### config.mk
export PLATFORM = sky130hd
export DESIGN_NAME = smb_cfg_slave
export DESIGN_NICKNAME = d
export VERILOG_FILES = /design/src/rtl/smb_cfg_pkg.sv /design/src/rtl/smb_line_mon.sv /design/src/rtl/smb_reg_bank.sv /design/src/rtl/smb_cfg_slave.sv
export SDC_FILE = /design/constraint.sdc
export NUM_CORES = 1
export LEC_CHECK = 0
export BUFFER_PORTS_ARGS = -buffer_cell sky130_fd_sc_hd__buf_4
export CORE_MARGIN = 1.5
export CORE_UTILIZATION = 52
export DETAILED_ROUTE_END_ITERATION = 8
export GPL_ROUTABILITY_DRIVEN = 0
export PLACE_DENSITY = 0.76
export SLEW_MARGIN = 25
export SYNTH_ARGS = -nofsm -noshare
export SYNTH_HDL_FRONTEND = slang
export SYNTH_SLANG_ARGS = --single-unit
### constraint.sdc
create_clock -name clk -period 2.2 [get_ports clk]
set_clock_uncertainty 0.1 [all_clocks]
set_input_delay 0.44 -clock clk [delete_from_list [all_inputs] [get_ports clk]]
set_output_delay 0.44 -clock clk [all_outputs]
set_load 0.05 [all_outputs]
### src/rtl/smb_cfg_pkg.sv
package smb_cfg_pkg;

    typedef enum logic [2:0] {
        P_IDLE,
        P_RX,
        P_RXACK,
        P_TX,
        P_TXACK,
        P_TXGO,
        P_IGN
    } phase_e;

    typedef enum logic [1:0] {
        K_ADDR,
        K_CMD,
        K_CNT,
        K_DATA
    } kind_e;

    typedef struct packed {
        logic scl;
        logic sda;
        logic start;
        logic stop;
        logic rise;
        logic fall;
    } line_ev_t;

    function automatic kind_e next_kind(kind_e k, logic blk);
        case (k)
            K_ADDR:  return K_CMD;
            K_CMD:   return blk ? K_CNT : K_DATA;
            default: return K_DATA;
        endcase
    endfunction

endpackage

### src/rtl/smb_line_mon.sv
module smb_line_mon
    import smb_cfg_pkg::*;
(
    input  logic     clk,
    input  logic     rst,
    input  logic     scl_i,
    input  logic     sda_i,
    output line_ev_t ev
);
    logic [1:0] scl_q, sda_q;
    logic       scl_p, sda_p;

    always_ff @(posedge clk) begin
        if (rst) begin
            scl_q <= 2'b11;
            sda_q <= 2'b11;
            scl_p <= 1'b1;
            sda_p <= 1'b1;
        end else begin
            scl_q <= {scl_q[0], scl_i};
            sda_q <= {sda_q[0], sda_i};
            scl_p <= scl_q[1];
            sda_p <= sda_q[1];
        end
    end

    always_comb begin
        ev.scl   = scl_q[1];
        ev.sda   = sda_q[1];
        ev.start = scl_q[1] & scl_p & sda_p & ~sda_q[1];
        ev.stop  = scl_q[1] & scl_p & ~sda_p & sda_q[1];
        ev.rise  = scl_q[1] & ~scl_p;
        ev.fall  = ~scl_q[1] & scl_p;
    end
endmodule

### src/rtl/smb_reg_bank.sv
module smb_reg_bank #(
    parameter int                  NREG     = 8,
    parameter int                  IW       = 7,
    parameter logic [NREG*8-1:0]   DEFAULTS = '0
) (
    input  logic               clk,
    input  logic               rst,
    input  logic               wr_en,
    input  logic [IW-1:0]      wr_idx,
    input  logic [7:0]         wr_data,
    input  logic [IW-1:0]      rd_idx,
    output logic [7:0]         rd_data,
    output logic [NREG*8-1:0]  regs_flat
);
    for (genvar i = 0; i < NREG; i++) begin : g_reg
        always_ff @(posedge clk) begin
            if (rst)
                regs_flat[i*8 +: 8] <= DEFAULTS[i*8 +: 8];
            else if (wr_en && (int'(wr_idx) == i))
                regs_flat[i*8 +: 8] <= wr_data;
        end
    end

    always_comb begin
        rd_data = 8'h00;
        for (int i = 0; i < NREG; i++)
            if (int'(rd_idx) == i) rd_data = regs_flat[i*8 +: 8];
    end
endmodule

### src/rtl/smb_cfg_slave.sv
module smb_cfg_slave
    import smb_cfg_pkg::*;
#(
    parameter int                 NREG     = 8,
    parameter logic [6:0]         DEV_ADDR = 7'h69,
    parameter logic [NREG*8-1:0]  DEFAULTS = 64'h0706_0504_0302_010F
) (
    input  logic              clk,
    input  logic              rst,
    input  logic              scl_i,
    input  logic              sda_i,
    output logic              sda_oe,
    output logic [NREG*8-1:0] cfg_out
);
    localparam int         IW       = 7;
    localparam logic [7:0] CNT_BYTE = 8'(NREG);

    line_ev_t     ev;
    phase_e       phase;
    kind_e        kind;
    logic [3:0]   bitcnt;
    logic [7:0]   shreg;
    logic         rw, blk, cnt_done, oe;
    logic [IW-1:0] ptr;
    logic [7:0]   rd_data, ld_byte;
    logic         ld_is_cnt;
    logic         wr_en;
    logic         byte_done;

    smb_line_mon u_mon (
        .clk   (clk),
        .rst   (rst),
        .scl_i (scl_i),
        .sda_i (sda_i),
        .ev    (ev)
    );

    smb_reg_bank #(.NREG(NREG), .IW(IW), .DEFAULTS(DEFAULTS)) u_bank (
        .clk       (clk),
        .rst       (rst),
        .wr_en     (wr_en),
        .wr_idx    (ptr),
        .wr_data   (shreg),
        .rd_idx    (ptr),
        .rd_data   (rd_data),
        .regs_flat (cfg_out)
    );

    assign byte_done = (phase == P_RX) && ev.fall && (bitcnt == 4'd8)
                       && !ev.start && !ev.stop;
    assign wr_en     = byte_done && (kind == K_DATA);
    assign ld_is_cnt = blk && !cnt_done;
    assign ld_byte   = ld_is_cnt ? CNT_BYTE : rd_data;
    assign sda_oe    = oe;

    always_ff @(posedge clk) begin
        if (rst) begin
            phase    <= P_IDLE;
            kind     <= K_ADDR;
            bitcnt   <= '0;
            shreg    <= '0;
            rw       <= 1'b0;
            blk      <= 1'b0;
            cnt_done <= 1'b0;
            ptr      <= '0;
            oe       <= 1'b0;
        end else if (ev.start) begin
            phase  <= P_RX;
            kind   <= K_ADDR;
            bitcnt <= '0;
            oe     <= 1'b0;
        end else if (ev.stop) begin
            phase <= P_IDLE;
            oe    <= 1'b0;
        end else begin
            case (phase)
                P_RX: begin
                    if (ev.rise) begin
                        shreg  <= {shreg[6:0], ev.sda};
                        bitcnt <= bitcnt + 4'd1;
                    end else if (byte_done) begin
                        phase <= P_RXACK;
                        oe    <= 1'b1;
                        case (kind)
                            K_ADDR: begin
                                if (shreg[7:1] != DEV_ADDR) begin
                                    phase <= P_IGN;
                                    oe    <= 1'b0;
                                end else begin
                                    rw       <= shreg[0];
                                    cnt_done <= 1'b0;
                                end
                            end
                            K_CMD: begin
                                blk <= ~shreg[7];
                                ptr <= shreg[7] ? shreg[6:0] : '0;
                            end
                            K_DATA:  ptr <= ptr + 7'd1;
                            default: ;
                        endcase
                    end
                end
                P_RXACK: begin
                    if (ev.fall) begin
                        bitcnt <= '0;
                        if (rw) begin
                            phase <= P_TX;
                            shreg <= ld_byte;
                            oe    <= ~ld_byte[7];
                            if (ld_is_cnt) cnt_done <= 1'b1;
                            else           ptr      <= ptr + 7'd1;
                        end else begin
                            phase <= P_RX;
                            oe    <= 1'b0;
                            kind  <= next_kind(kind, blk);
                        end
                    end
                end
                P_TX: begin
                    if (ev.fall) begin
                        if (bitcnt == 4'd7) begin
                            phase <= P_TXACK;
                            oe    <= 1'b0;
                        end else begin
                            bitcnt <= bitcnt + 4'd1;
                            shreg  <= {shreg[6:0], 1'b0};
                            oe     <= ~shreg[6];
                        end
                    end
                end
                P_TXACK: begin
                    if (ev.rise) phase <= ev.sda ? P_IGN : P_TXGO;
                end
                P_TXGO: begin
                    if (ev.fall) begin
                        bitcnt <= '0;
                        phase  <= P_TX;
                        shreg  <= ld_byte;
                        oe     <= ~ld_byte[7];
                        if (ld_is_cnt) cnt_done <= 1'b1;
                        else           ptr      <= ptr + 7'd1;
                    end
                end
                default: ;
            endcase
        end
    end
endmodule

Yosys cells after proc, flatten, opt, wreduce, memory -nomap -nowiden
Cells that the tools add are included.

Register bits after elaboration: 98. Logic and storage cells: 183. Input port bits: 4. Output and inout bits: 65.

Reductions and logical operators: 37. Bitwise logic cells: 19. Equal/unequal tests: 38. Add/subtract/negate cells: 2. Muxes and demuxes: 65.

Operator list (count): $mux 8 (15); $mux 7 (7); $pmux 8 s4 (1); $eq 7x4->1 const B (4); $ne 4x4->1 const B (7); $mux 3 (9); $ne 2x2->1 const B (11); $pmux 7 s3 (1); $mux 1 (20); $reduce_and 6->1 (3); $reduce_and 9->1 (2); $mux 4 (4); $reduce_and 8->1 (2); $pmux 3 s5 (1); $eq 7x3->1 const B (2); $logic_and 1x1->1 (14); $pmux 7 s2 (1); $not 1->1 (12); $pmux 4 s3 (1); $reduce_and 10->1 (1); $add 7x1->7 const B (1); $and 1x1->1 (7); $eq 7x2->1 const B (1); $logic_not 7->1 (1); other kinds (25) (33).

Depth between registers and ports, before layout
Depth after elaboration: 14. Gate-level depth with buffers: 10. Depth with buffers taken out: 8.

Modules after synthesis
Synthesis repeated with hierarchy kept, for this count alone.

Cells, all modules: 562. Area, all modules: 5172.5 um^2.

Modules (own cells, without submodules): smb_reg_bank (cells each 311, area an instance 3030.4 um^2, instances 1, seq. area each 1281.2 um^2); smb_cfg_slave (cells each 233, area an instance 1936.9 um^2, instances 1, seq. area each 560.5 um^2); smb_line_mon (cells each 18, area an instance 205.2 um^2, instances 1, seq. area each 120.1 um^2).

Least setup slack after synthesis
Ideal clock, no wire load.

Path type: register to register. From: reg bitcnt[0]. To: reg shreg[7]. Period minus slack after synthesis: 2.227 ns. Setup time: 0.134 ns. Data required time: 1.966 ns. Path buffers: 1. Path slack: -0.027 ns. Stages on the path, launching flop included: 9. Arrival: 1.993 ns. Cells stage by stage: dfxtp_1 ha_1 and3b_1 a32o_1 a21o_4 or3_1 buf_2 a211oi_1 a211oi_1.

Cells in the longest elaborated chain, start to end: 3.

RTL lines: from (decl) (line smb_cfg_slave.sv:21) `logic [3:0] bitcnt;`; from (signal assigned) (line smb_cfg_slave.sv:80) `bitcnt <= bitcnt + 4'd1;`; from (signal assigned) (line smb_cfg_slave.sv:125) `bitcnt <= bitcnt + 4'd1;`; $eq 4x3->1 (line smb_cfg_slave.sv:121) `if (bitcnt == 4'd7) begin`; $ne 2x2->1 (no line); $reduce_and 9->1 (no line); to (signal assigned) (line smb_cfg_slave.sv:108) `shreg <= ld_byte;`; to (signal assigned) (line smb_cfg_slave.sv:126) `shreg <= {shreg[6:0], 1'b0};`; to (signal assigned) (line smb_cfg_slave.sv:138) `shreg <= ld_byte;`; to (decl) (line smb_cfg_slave.sv:22) `logic [7:0] shreg;`.

Every way passes these cells. A chain may end at the register's enable or synchronous reset.

Worst setup path in the final report
From: reg bitcnt[0]. To: reg shreg[2].

The elaborated chain is that of the path after synthesis.

==> impl_metrics.ini <==
[power]
worst_ir_drop_vdd_mv = 0.3415
power.share.combinational_pct = 17.5
power_switching_share_pct = 29.12
sequentialPowerShare_pct = 48.2
total_leakage_power_uw = 0.002743
powerDensity_mw_per_mm2 = 599.0
p_int_uw = 2703
p_switching_uw = 1111
pwr-share-clk_pct = 34.4

[final_layout]
layout.filler_cells = 757
flow.area_growth_from_synthesis_pct = 27.03
post_route_cells_drive_above_1_share_pct = 27.32
final_core_utilization_pct = 68.58
antenna_cells_inserted = 0
finish.net_count = 728

[grt]
grt_remaining_overflow = 0
initial_antenna_violation_count = 0
wire_length_of_the_first_global_routing_pass_mm = 23.91
grt_usage_pct = 29.83
grt_pass1_vias = 4710
maximum_number_of_pins_on_one_net_before_global_route_repair = 63

[setup_path]
worst-path-max-fanout = 6
timing.critical_path.buf_inv = 2
worst-endpoint-arrival_ps = 2370
depth_of_the_worst_register_to_register_path = 9
critical_path.most_common_cell = buf_4
cp_top_family = compound AO/OA/AOI/OAI gates
cpPeakStageDelay_ps = 340
critical_path.cell_chain = ha_2 -> and3b_2 -> a32o_2 -> buf_4 -> a2111oi_4 -> buf_4 -> and3_4 -> a21oi_1 -> o22ai_1
cp_num_cells = 9
worst_setup_sp_type = flop
timing.critical_path.required_ps = 2400
timing_worst_setup_path_type = flop to flop
end_kind = flop
timing.critical_path.slowest_stage_cell = dfxtp_2

[logic_synthesis]
synth_xor_xnor_area_share_pct = 0.1747
synth_edf_count = 0
synthesis.nets = 628
post_synth_fa_ha_maj_area_fraction_pct = 1.498
ys_ff_latch = 98
synth_top_family_by_area = simple AND/OR/NAND/NOR gates
yosysWarningCount = 0
synth-async-reset-ratio_pct = 0
dominantRegCellSynth = dfxtp_1
synth.cell_area_mm2 = 0.005012
synth_compound_gate_area_share_pct = 20.17
synth_simple_gate_area_share_pct = 25.84
gate_count_of_the_mapped_netlist = 618
yosysUniqueCellTypes = 64
proportion_of_synthesized_chip_area_in_sequential_cells_pct = 39.14
muxShareOfSynthArea_pct = 8.587
postSynthAreaPerCell_um2 = 8.111

[route]
route.vias.total = 5190
routed_wl_mm = 15.46
route.detailed.drc = 0
detail_route.wl_per_cell_um = 18.18
drt_first_pass_iters = 5
antenna_left = 0
drt-vias-per-instance = 6.106
drt_iter0_markers = 559

[sta]
fin_crit_sh_pct = 99.00
max_slew_margin_pct = 56.89
worst_hold_slack_ps = 160.0
totalNegativeSetupSlack_ps = 0
period_needed_ps = 2178
fmaxAchievable_mhz = 459.1
setup-violations-final = 0
finalHoldViolations = 0
worst_pin_slew_ps = 646.7
slew_violations = 0
final.setup.worst_slack_ps = 22.02
rsz0062_at_grt = true

[clock_network]
worst_skew_pair.late_latency_ps = 370
total_clock_buffers_created_by_cts = 9
cts_hold_buffers = 0
buffer_levels_on_the_longest_clock_path = 2
cts.clk_slew.worst_paths_ps = 100
clock_tree.root_cell = clkbuf_8
cts.sink_count = 98
tritoncts = yes
count_of_h_tree_levels_built_during_cts = 3

[floorplan]
die-area_mm2 = 0.01024
die_x_um = 101.2
coreArea_mm2 = 0.009284
pin_count = 69
floorplan.initialDensity_pct = 53.99
placementRows = 35
die_height_um = 101.2

[placement]
place.port_buffers = 68
place.detailed.hpwl_mm = 10.67
place_ws_ps = -139.9

[worst_hold_path]
worst_hold_path.num_cells = 2
timing.hold.worst.class = primary input to flop

[flow_run]
max_cap_violations = 0

[run_status]
run_status = finished clean
==> Yosys cell counts, drive strengths merged (5+ instances only) <==
master  instances  share of area [%]
nor2b          11                1.4
nor3           12                1.3
nand3          22                2.2
a211oi          5               0.75
nand2          61                4.7
or3             6               0.75
clkbuf         34                2.5
inv            14                1.0
o22ai           6               0.75
buf            10                1.0
a21oi          49                4.9
or2             8                1.0
nor2           85                6.4
and3           17                2.1
mux2i          43                8.6
a211o          17                3.0
ha              6                1.5
dfxtp          98                 39
nand2b         14                1.7
o21ai          34                3.4
==> layout make-up <==
class	instances	area, um^2	area share (%)
clock buffers	9	123.9	1.945
flip-flops and latches	98	1971	30.95
multi-input cells	462	2959	46.47
well taps	129	161.4	2.535
repair buffers	133	1013	15.92
inverters	14	52.55	0.8253
clock inverters	5	86.33	1.356
==> final timing paths <==
path / from / end / slack [ps]
setup / recovery: bitcnt[0] / shreg[2] / 20
hold / removal: sda_i / u_mon.sda_q[0] / 160
setup reg to reg: bitcnt[0] / shreg[2] / 20
hold reg to reg: u_mon.sda_q[0] / u_mon.sda_q[1] / 320
==> routing by layer <==
layer  vias up  share of wire [%]  wire length [um]  global-route usage [%]
met5         -                  0                 0                       0
met2       259                 46              7044                   46.82
met4         0                2.8               434                   11.86
met1      2494                 44              6821                   41.91
met3        40                7.5              1156                   3.727
li1       2397                  -                 -                       -
==> flip-flops by register name, indices dropped and copies added (netlist names), 2 cells and up <==
| signal | count |
|---|---|
| u_bank.regs_flat | 64 |
| u_mon.scl_q | 2 |
| kind | 2 |
| u_mon.sda_q | 2 |
| phase | 3 |
| bitcnt | 4 |
| shreg | 8 |
| ptr | 7 |
==> repair_timing <==
action / 4_1_cts / 5_1_grt
setup buffers: 0 / 6
setup endpoints to repair: 25 / 71
gates resized for setup: 7 / 36
pin swaps: 1 / 9
==> stage by stage <==
| stage | power [uW] | std cells | area (um^2) |
|---|---|---|---|
| after CTS | 3737 | 844 | 6191 |
| after detailed placement | 2450 | 830 | 5951 |
| after global routing | 3932 | 850 | 6367 |
| final | 3814 | 850 | 6367 |
| after global placement | 2435 | 830 | 5951 |
| after floorplan | 2249 | 618 | 5016 |
==> power by group through the flow <==
stage	clock network (uW)	logic (uW)	registers, uW
6_report	1310	666	1840
2_1_floorplan	0	392	1860
3_5_place_dp	0	580	1870
3_3_place_gp	0	567	1870
4_1_cts	1310	593	1830
5_1_grt	1390	706	1840
==> kinds of logic after synthesis <==
kind of cell    Yosys count
simple gates            260
compound gates          152
flops                    98
buf+inv                  58
mux                      43
fa+ha+maj                 6
xor+xnor                  1
==> placed cells by master, fill, tap and decap left out, types with 3 or more instances in the layout <==
cell / Yosys / routed
a211o_1: 17 / 17
a211oi_1: 5 / 3
a21o_1: 3 / 3
a21oi_1: 49 / 49
a22o_1: 3 / 3
a311oi_1: 4 / 4
and2_1: 3 / 3
and3_1: 17 / 16
buf_4: 1 / 130
clkbuf_8: 0 / 9
dfxtp_1: 98 / 93
dfxtp_2: 0 / 4
ha_2: 0 / 5
inv_1: 14 / 13
inv_6: 0 / 3
mux2i_1: 43 / 43
nand2_1: 59 / 55
nand2_2: 2 / 6
nand2b_1: 14 / 13
nand3_1: 22 / 21
nand3b_1: 3 / 3
nor2_1: 84 / 82
nor2b_1: 11 / 11
nor3_1: 11 / 10
o211ai_1: 3 / 3
o21ai_0: 33 / 32
o221ai_1: 4 / 4
o22ai_1: 6 / 6
o32ai_1: 3 / 3
or2_2: 7 / 7
or3_1: 6 / 5
No activity file was read; power rests on OpenSTA's default activity.
